===== config.mk =====
export PLATFORM = sky130hd
export DESIGN_NAME = codec_regwin
export DESIGN_NICKNAME = d
export VERILOG_FILES = /design/src/rtl/codec_regwin_pkg.sv /design/src/rtl/codec_irq_stat.sv /design/src/rtl/codec_ind_regs.sv /design/src/rtl/codec_regwin.sv
export SDC_FILE = /design/constraint.sdc
export NUM_CORES = 1
export LEC_CHECK = 0
export ABC_AREA = 1
export CELL_PAD_IN_SITES_DETAIL_PLACEMENT = 1
export CELL_PAD_IN_SITES_GLOBAL_PLACEMENT = 1
export CORE_ASPECT_RATIO = 2
export CORE_MARGIN = 10
export CORE_UTILIZATION = 36
export CTS_BUF_LIST = sky130_fd_sc_hd__clkbuf_8 sky130_fd_sc_hd__clkbuf_16
export CTS_CLUSTER_DIAMETER = 150
export DETAILED_ROUTE_END_ITERATION = 12
export PLACE_DENSITY = 0.85
export SYNTH_ARGS = -nofsm -noshare
export SYNTH_HDL_FRONTEND = slang
export SYNTH_SLANG_ARGS = --single-unit

===== constraint.sdc =====
create_clock -name clk -period 2.4 [get_ports clk]
set_clock_uncertainty 0.15 [all_clocks]
set_input_delay 0.48 -clock clk [delete_from_list [all_inputs] [get_ports clk]]
set_output_delay 0.48 -clock clk [all_outputs]
set_load 0.005 [all_outputs]

===== src/rtl/codec_regwin_pkg.sv =====
package codec_regwin_pkg;
  localparam int NUM_SRC    = 8;
  localparam int GAIN_W     = 16;
  localparam int NUM_GAIN   = 4;
  localparam int GAIN_BYTES = GAIN_W / 8;
  localparam int PTR_W      = $clog2(GAIN_BYTES + 1);
  localparam int BSEL_W     = $clog2(GAIN_BYTES);

  localparam logic [7:0] IDX_INIT   = 8'h21;
  localparam logic [7:0] IDX_ROUTE  = 8'h41;
  localparam logic [7:0] IDX_MUXCTL = 8'h44;
  localparam logic [7:0] IDX_GAIN0  = 8'h63;
  localparam logic [7:0] IDX_MODE   = 8'h69;

  localparam logic [2:0] A_CMD  = 3'd0;
  localparam logic [2:0] A_DATA = 3'd1;
  localparam logic [2:0] A_CHA  = 3'd5;
  localparam logic [2:0] A_CHB  = 3'd6;

  localparam int BXFER_BIT = 4;

  // number of bytes behind an index; 0 means not implemented
  function automatic logic [PTR_W-1:0] reg_bytes(input logic [7:0] idx);
    if (idx >= IDX_GAIN0 && idx < IDX_GAIN0 + 8'(NUM_GAIN))
      return PTR_W'(GAIN_BYTES);
    case (idx)
      IDX_INIT, IDX_ROUTE, IDX_MUXCTL, IDX_MODE: return PTR_W'(1);
      default: return '0;
    endcase
  endfunction
endpackage


===== src/rtl/codec_irq_stat.sv =====
module codec_irq_stat
  import codec_regwin_pkg::*;
(
  input  logic               clk,
  input  logic               rst_n,
  input  logic [NUM_SRC-1:0] src,
  input  logic               clr,
  input  logic [NUM_SRC-1:0] en_mask,
  input  logic               mask_all,
  output logic [NUM_SRC-1:0] pend,
  output logic               irq
);
  logic [NUM_SRC-1:0] pend_kept;

  assign pend_kept = clr ? '0 : pend;

  always_ff @(posedge clk) begin
    if (!rst_n) pend <= '0;
    else        pend <= pend_kept | src;
  end

  assign irq = !mask_all && |(pend & en_mask);

  AST_CLR_ON_READ: assert property (@(posedge clk) disable iff (!rst_n)
    (clr && src == '0) |=> pend == '0);
  AST_EVT_KEPT: assert property (@(posedge clk) disable iff (!rst_n)
    (|src) |=> ((pend & $past(src)) == $past(src)));
endmodule


===== src/rtl/codec_ind_regs.sv =====
module codec_ind_regs
  import codec_regwin_pkg::*;
(
  input  logic                       clk,
  input  logic                       rst_n,
  input  logic                       cmd_wr,
  input  logic                       dat_wr,
  input  logic                       dat_rd,
  input  logic [7:0]                 wdata,
  output logic [7:0]                 rdata,
  output logic [7:0]                 init_q,
  output logic [7:0]                 route_q,
  output logic                       bxfer_en,
  output logic                       alaw,
  output logic [NUM_GAIN*GAIN_W-1:0] gain_q
);
  logic [7:0]       sel;
  logic [PTR_W-1:0] ptr;
  logic [PTR_W-1:0] nbytes;
  logic             acc_ok, wr_ok, step;
  logic [7:0]       muxctl_q, mode_q;
  logic [7:0]       gain_rd;

  assign nbytes = reg_bytes(sel);
  assign acc_ok = ptr < nbytes;
  assign wr_ok  = dat_wr && acc_ok;
  assign step   = (dat_wr || dat_rd) && acc_ok;

  always_ff @(posedge clk) begin
    if (!rst_n) begin
      sel <= '0;
      ptr <= '0;
    end else if (cmd_wr) begin
      sel <= wdata;
      ptr <= '0;
    end else if (step) begin
      ptr <= ptr + 1'b1;
    end
  end

  always_ff @(posedge clk) begin
    if (!rst_n) begin
      init_q   <= '0;
      route_q  <= '0;
      muxctl_q <= '0;
      mode_q   <= '0;
    end else if (wr_ok) begin
      case (sel)
        IDX_INIT:   init_q   <= wdata;
        IDX_ROUTE:  route_q  <= wdata;
        IDX_MUXCTL: muxctl_q <= wdata;
        IDX_MODE:   mode_q   <= wdata;
        default: ;
      endcase
    end
  end

  logic [BSEL_W-1:0] bsel;
  assign bsel = ptr[BSEL_W-1:0];

  logic [NUM_GAIN-1:0][7:0] gain_byte;

  for (genvar k = 0; k < NUM_GAIN; k++) begin : g_gain
    logic [GAIN_W-1:0] word_q;
    logic              hit;
    assign hit = (sel == IDX_GAIN0 + 8'(k));
    always_ff @(posedge clk) begin
      if (!rst_n)            word_q <= '0;
      else if (wr_ok && hit) word_q[8*bsel +: 8] <= wdata;
    end
    assign gain_byte[k] = hit ? word_q[8*bsel +: 8] : 8'h00;
    assign gain_q[GAIN_W*k +: GAIN_W] = word_q;
  end

  always_comb begin
    gain_rd = '0;
    for (int k = 0; k < NUM_GAIN; k++) gain_rd = gain_rd | gain_byte[k];
  end

  always_comb begin
    rdata = 8'h00;
    if (acc_ok) begin
      case (sel)
        IDX_INIT:   rdata = init_q;
        IDX_ROUTE:  rdata = route_q;
        IDX_MUXCTL: rdata = muxctl_q;
        IDX_MODE:   rdata = mode_q;
        default:    rdata = gain_rd;
      endcase
    end
  end

  assign bxfer_en = muxctl_q[3];
  assign alaw     = mode_q[0];

  AST_PTR_RESTART: assert property (@(posedge clk) disable iff (!rst_n)
    cmd_wr |=> ptr == '0);
  AST_PTR_BOUND: assert property (@(posedge clk) disable iff (!rst_n)
    ptr <= nbytes);
  AST_GAIN_HOLD: assert property (@(posedge clk) disable iff (!rst_n)
    !dat_wr |=> $stable(gain_q));
endmodule


===== src/rtl/codec_regwin.sv =====
module codec_regwin
  import codec_regwin_pkg::*;
(
  input  logic                       clk,
  input  logic                       rst_n,
  input  logic [2:0]                 cpu_addr,
  input  logic                       cpu_wr,
  input  logic                       cpu_rd,
  input  logic [7:0]                 cpu_wdata,
  output logic [7:0]                 cpu_rdata,
  input  logic [NUM_SRC-1:0]         src_evt,
  input  logic [7:0]                 rx_byte,
  output logic [7:0]                 tx_byte,
  output logic                       irq,
  output logic [7:0]                 ctl_init,
  output logic [3:0]                 route_src,
  output logic [3:0]                 route_dst,
  output logic                       alaw_sel,
  output logic [NUM_GAIN*GAIN_W-1:0] gain_vec
);
  logic cmd_wr, ir_rd, dat_wr, dat_rd, ch_hit, ch_wr;
  logic [7:0] ind_rdata, route_q;
  logic [NUM_SRC-1:0] pend, en_mask;
  logic bxfer_en;

  assign cmd_wr = cpu_wr && cpu_addr == A_CMD;
  assign ir_rd  = cpu_rd && cpu_addr == A_CMD;
  assign dat_wr = cpu_wr && cpu_addr == A_DATA;
  assign dat_rd = cpu_rd && cpu_addr == A_DATA;
  assign ch_hit = cpu_addr == A_CHA || cpu_addr == A_CHB;
  assign ch_wr  = cpu_wr && ch_hit;

  codec_ind_regs i_ind (
    .clk(clk), .rst_n(rst_n), .cmd_wr(cmd_wr), .dat_wr(dat_wr),
    .dat_rd(dat_rd), .wdata(cpu_wdata), .rdata(ind_rdata),
    .init_q(ctl_init), .route_q(route_q), .bxfer_en(bxfer_en),
    .alaw(alaw_sel), .gain_q(gain_vec)
  );

  always_comb begin
    en_mask = '1;
    en_mask[BXFER_BIT] = bxfer_en;
  end

  codec_irq_stat i_irq (
    .clk(clk), .rst_n(rst_n), .src(src_evt), .clr(ir_rd),
    .en_mask(en_mask), .mask_all(ctl_init[2]), .pend(pend), .irq(irq)
  );

  always_ff @(posedge clk) begin
    if (!rst_n)     tx_byte <= '0;
    else if (ch_wr) tx_byte <= cpu_wdata;
  end

  always_comb begin
    if (cpu_addr == A_CMD)       cpu_rdata = pend;
    else if (cpu_addr == A_DATA) cpu_rdata = ind_rdata;
    else if (ch_hit)             cpu_rdata = rx_byte;
    else                         cpu_rdata = 8'h00;
  end

  assign route_src = route_q[3:0];
  assign route_dst = route_q[7:4];

  AST_TX_HOLD: assert property (@(posedge clk) disable iff (!rst_n)
    !ch_wr |=> $stable(tx_byte));
  AST_ONE_STROBE: assert property (@(posedge clk) disable iff (!rst_n)
    !(cpu_rd && cpu_wr));
endmodule


# [After elaboration in Yosys (flattened, before gate mapping)]
# Cells that the tools add are included.
[word_totals] output_inout_bits=98 elab_cells=82 ff_bits=122 input_bits=31
[op_classes] n_mux=18 bitwise_logic=6 n_reduce_logical=24 eq_ne=11 n_shift=6 order_cmp=3 n_addsub=2
[ops] operator="$mux 8" count=9
[ops] operator="$bwmux 16" count=4
[ops] operator="$shiftx 16x5->8" count=4
[ops] operator="$eq 8x7->1 const B" count=7
[ops] operator="$neg 4->34" count=1
[ops] operator="$shift 8x34->16 const A" count=1
[ops] operator="$shiftx 8x34->16" count=1
[ops] operator="$or 8x8->8" count=4
[ops] operator="$pmux 8 s4" count=1
[ops] operator="$logic_and 1x1->1" count=13
[ops] operator="$and 8x8->8" count=1
[ops] operator="$eq 8x6->1 const B" count=1
[ops] operator="$ge 8x7->1 const B" count=1
[ops] operator="$lt 8x7->1 const B" count=1
[ops] operator="$reduce_and 2->1" count=4
[ops] operator="$reduce_or 8->1" count=1
[ops] operator="$eq 3x3->1 const B" count=2
[ops] operator="$mux 2" count=2
[ops] operator="$reduce_or 4->1" count=1
[ops] operator="$eq 3x1->1 const B" count=1
[ops] operator="$logic_not 3->1" count=1
[ops] operator="$add 2x1->2 const B" count=1
[ops] operator="$logic_or 1x1->1" count=2
[ops] operator="$lt 2x2->1" count=1
[ops] operator="other kinds (4)" count=5

# [Longest topological paths before layout]
[depth] depth_word=9 ltp_mapped=14 depth_no_buf=13

# [Modules after synthesis]
# From an unflattened synthesis, not the netlist that was laid out.
[hier_totals] hier_cells=940 area_unflattened_um2=6192.2
[modules_own_cells] mod="codec_ind_regs" area_each_um2=5261.3 cells_per_inst=781 n_inst=1 seq_area_each_um2=2122.0
[modules_own_cells] mod="codec_regwin" area_each_um2=635.6 cells_per_inst=118 n_inst=1 seq_area_each_um2=160.2
[modules_own_cells] mod="codec_irq_stat" area_each_um2=295.3 cells_per_inst=41 n_inst=1 seq_area_each_um2=160.2

# [Worst setup path before layout]
# No wires, ideal clock.
[synth_path] kind="flip-flop to output port" startpoint="register i_ind.sel[2]" endpoint="output port cpu_rdata[4]" t_arrival_ns=1.592 path_stages_with_launch=10 setup_slack_ns=0.178 cell_sequence="dfxtp_1 > nor2_1 > nand3_1 > nand2_1 > nand4_1 > ha_1 > a21oi_1 > buf_2 > nand4_1 > nand3_1"
[synth_between] elab_chain_cells=9 elab_cells_between_ends=27
[synth_lines] item="start: declaration" line="codec_ind_regs.sv:17" text="logic [7:0] sel;"
[synth_lines] item="start signal: assignment" line="codec_ind_regs.sv:34" text="sel <= wdata;"
[synth_lines] item="parallel branches: the longest is 6 deep, another holds $ge 8x7->1"
[synth_lines] item="$mux 8 *" line="codec_ind_regs.sv:82" text="if (acc_ok) begin"
[synth_lines] item="$mux 8 *" line="codec_regwin.sv:57" text="else if (cpu_addr == A_DATA) cpu_rdata = ind_rdata;"
[synth_lines] item="$mux 8 *" line="codec_regwin.sv:56" text="if (cpu_addr == A_CMD) cpu_rdata = pend;"
[synth_lines] item="end: declaration" line="codec_regwin.sv:10" text="output logic [7:0] cpu_rdata,"
# Mark *: on every way between the ends.

# [Final worst setup path]
[layout_path] startpoint="register i_ind.sel[3]" endpoint="output port cpu_rdata[6]"
# The elaborated chain is that of the path after synthesis.

==> results.yml <==
detailed_routing:
  ant_nets: 0
  firstDrtPassIters: 5
  avgRoutedWirePerCell_um: 27.8
  drt-total-wl_mm: 37.6
  drc: 0
  drtIter0Drc: 544
  viasPerCell: 6.00
  vias: 8112
sta:
  final_max_slew_viol_count: 0
  relSlewSlack: 0.372
  setup_viol: 106
  hold_slack_ns: 0.315
  min_period_ns: 3.40
  rsz0062_at_grt: "true"
  fmax_mhz: 294
  finalWorstSetupSlack_ns: -0.998
  min_period_over_period: 1.42
  hold_violations: 0
  worst_pin_slew_ns: 0.941
setup_path:
  critPathLaunch: "i_ind.sel[3]"
  reg2reg_slack_ns: -0.52
  arrival_ns: 2.77
  worstSetupStartpointType: "flip-flop"
  cp_max_fo: 5
  crit_required_ns: 1.77
  critPathCaptureType: "output pin"
  rr_startpoint: "i_ind.sel[3]"
  criticalPathCategory: "reg -> out"
synthesis:
  synth_seq_cells: 122
  synth_top_area_share: 0.408
  synthCells: 898
  yosysTopAreaCell: "dfxtp_1"
  synthAdderAreaFrac: 0.00209
  syn_nets: 930
  avgSynthCellArea_um2: 6.67
  synthArstFlopShare: 0
  ys_warn_count: 0
  netlist_area_um2: 5990
  synth-simple-area-share: 0.394
  synth_mux_area_frac: 0
  synthDistinctLibCells: 30
  ys_seq_area_frac: 0.408
  yosys-top-cells-area: "dfxtp_1 (41%), nand2_1 (15%), nor2_1 (11%), nand3_1 (6.9%), o21bai_1 (6.0%)"
  synth_ff_type: "dfxtp_1"
  synth-xor-area-share: 0.00146
  synth_compound_area_frac: 0.139
  synth_edf_count: 0
  synth_top_family_by_area: "simple AND/OR/NAND/NOR gates"
min_path:
  hold_path.class: "reg -> reg"
  worstHoldStart: "tx_byte[5]"
cts:
  cts_tree: "yes"
  postCtsHoldBufs: 0
  clockRootBuffer: "clkbuf_16"
  numCtsBuffers: 17
  clk_latency_ns: 0.44
  h-tree-depth: 4
  clkTransAtPathRegs_ns: 0.06
  cts.path.max_buffers: 2
  cts_sinks: 122
floorplan:
  row_count: 66
  die_y_um: 202
  die_area_um2: 22500
  io-pin-count: 129
  fp.dieW_um: 111
  coreArea_um2: 16300
  initial_core_util: 0.368
global_route:
  antenna_found_initial: 0
  gr-total-overflow: 0
  grt_pass1_vias: 8203
  grt_first_pass_wirelength_mm: 46.7
  grt_max_degree: 49
  grt_usage: 0.260
power_and_ir_drop:
  switchingPower_mw: 1.41
  p_int_mw: 3.83
  vdd_ir_drop_max_uv: 663
  netSwitchingFraction: 0.269
  seqPwrFrac: 0.394
  p_leak_nw: 3.92
  pwr_density_cell_nw_per_um2: 517
  comb_power_share: 0.070
  pwr-share-clk: 0.535
cells_and_area:
  fillers: 1936
  multi_input_area_um2: 4090
  nets: 1168
  area_growth_pct: 69.3
  postLayoutCoreUtil: 0.623
  regArea_um2: 2460
  final_cells: 1353
  drive_above_1_share: 0.335
  antenna_cells: 0
run_status:
  violations: "setup timing"
  status: "finished, violations left"
place:
  dp_hpwl_mm: 19.5
  gp_congestion: 0.900
  numPortBuffers: 128
  dpl.cell_count: 1284
flow_run:
  cap_violations: 0
[critical path, stage by stage, from the launching register on]
cell     delay, ns
dfxtp_4       0.39
nor2_4        0.17
nand3_2       0.10
nand2_1       0.09
nand4_1       0.32
ha_4          0.38
a21oi_2       0.16
buf_4         0.17
nand4_1       0.24
nand3_2       0.17
buf_2         0.13
[through the flow]
step	area, um2	setup slack, ns	TNS [ns]	power (mW)
detailed placement	8190	-0.527	-20.92	2.41
global placement	8190	-0.410	-11.34	2.40
global route	10100	-1.05	-45.16	5.33
finish	10100	-0.998	-41.81	5.24
floorplan	5990	0.178	0	2.21
CTS	9130	-0.459	-3.25	5.13
[worst paths after layout]
kind / endpoint / cells after the start
worst max-delay path: cpu_rdata[6] / 10
worst min-delay path: tx_byte[5] / 2
worst max register to register: i_ind.g_gain[1].word_q[15] / 15
worst min register to register: tx_byte[5] / 2
[kinds of logic after synthesis]
group | Yosys count
and+or+nand+nor | 556
xor gates and xnor gates | 1
DFF | 122
adders and majority gates | 1
AOI/OAI and AO/OA | 138
buffers and inverters | 80
[timing repair]
item / in CTS / in global routing
setup buffers: 19 / 12
cloned: 3 / 5
pin swaps: 25 / 84
resized for setup: 92 / 222
setup endpoints to repair: 102 / 104
[layer usage]
layer / track usage / vias up / wire length, um
met3: 0.0724 / 231 / 2870
met2: 0.471 / 546 / 19300
li1: - / 3406 / -
met1: 0.237 / 3929 / 12300
met4: 0.204 / 0 / 3150
met5: 0 / - / 0
[cell usage after synthesis (7+ instances only)]
| cell | instances |
|---|---|
| nand4_1 | 13 |
| clkbuf_1 | 32 |
| nor3_1 | 8 |
| or2_2 | 7 |
| a21oi_1 | 40 |
| o211ai_1 | 7 |
| o21ai_0 | 41 |
| inv_1 | 26 |
| nand3_1 | 82 |
| dfxtp_1 | 122 |
| nand2_1 | 246 |
| nor2_4 | 9 |
| o21bai_1 | 48 |
| nor2_1 | 182 |
[sequential cells by signal (all words and copies together) (netlist names)]
| signal | flops |
|---|---|
| i_ind.mode_q | 8 |
| i_ind.g_gain.word_q | 64 |
| i_ind.init_q | 8 |
| i_irq.pend | 8 |
| i_ind.route_q | 8 |
| tx_byte | 8 |
| i_ind.ptr | 2 |
| i_ind.sel | 8 |
| i_ind.muxctl_q | 8 |
[power groups by stage]
stage                     combinational (mW)  sequential [mW]  clock [mW]
after floorplan                        0.110             2.10           0
after global routing                   0.383             2.07        2.88
final                                  0.369             2.07        2.81
after CTS                              0.310             2.06        2.76
after global placement                 0.299             2.10           0
after detailed placement               0.302             2.10           0
[layout make-up]
type                    count  share of cell area
multi-input cells         696               0.404
repair buffers            265               0.255
flip-flops and latches    122               0.243
clock buffers              17              0.0420
well taps                 204              0.0252
clock inverters            15              0.0184
inverters                  34              0.0132
[placed cells by master (no fill, tap or decap), types with 21 or more instances in the layout]
master / synthesis / routed
a21oi_1: 40 / 37
o21bai_1: 48 / 43
nand3_2: 0 / 33
nor2_2: 3 / 24
buf_4: 6 / 97
dfxtp_1: 122 / 113
clkdlybuf4s50_1: 0 / 119
nor2_1: 182 / 149
buf_6: 0 / 21
nand3_1: 82 / 30
nand2_1: 246 / 200
nor2_4: 9 / 21
nand2_2: 1 / 45
(Power assumes the default switching activity.)
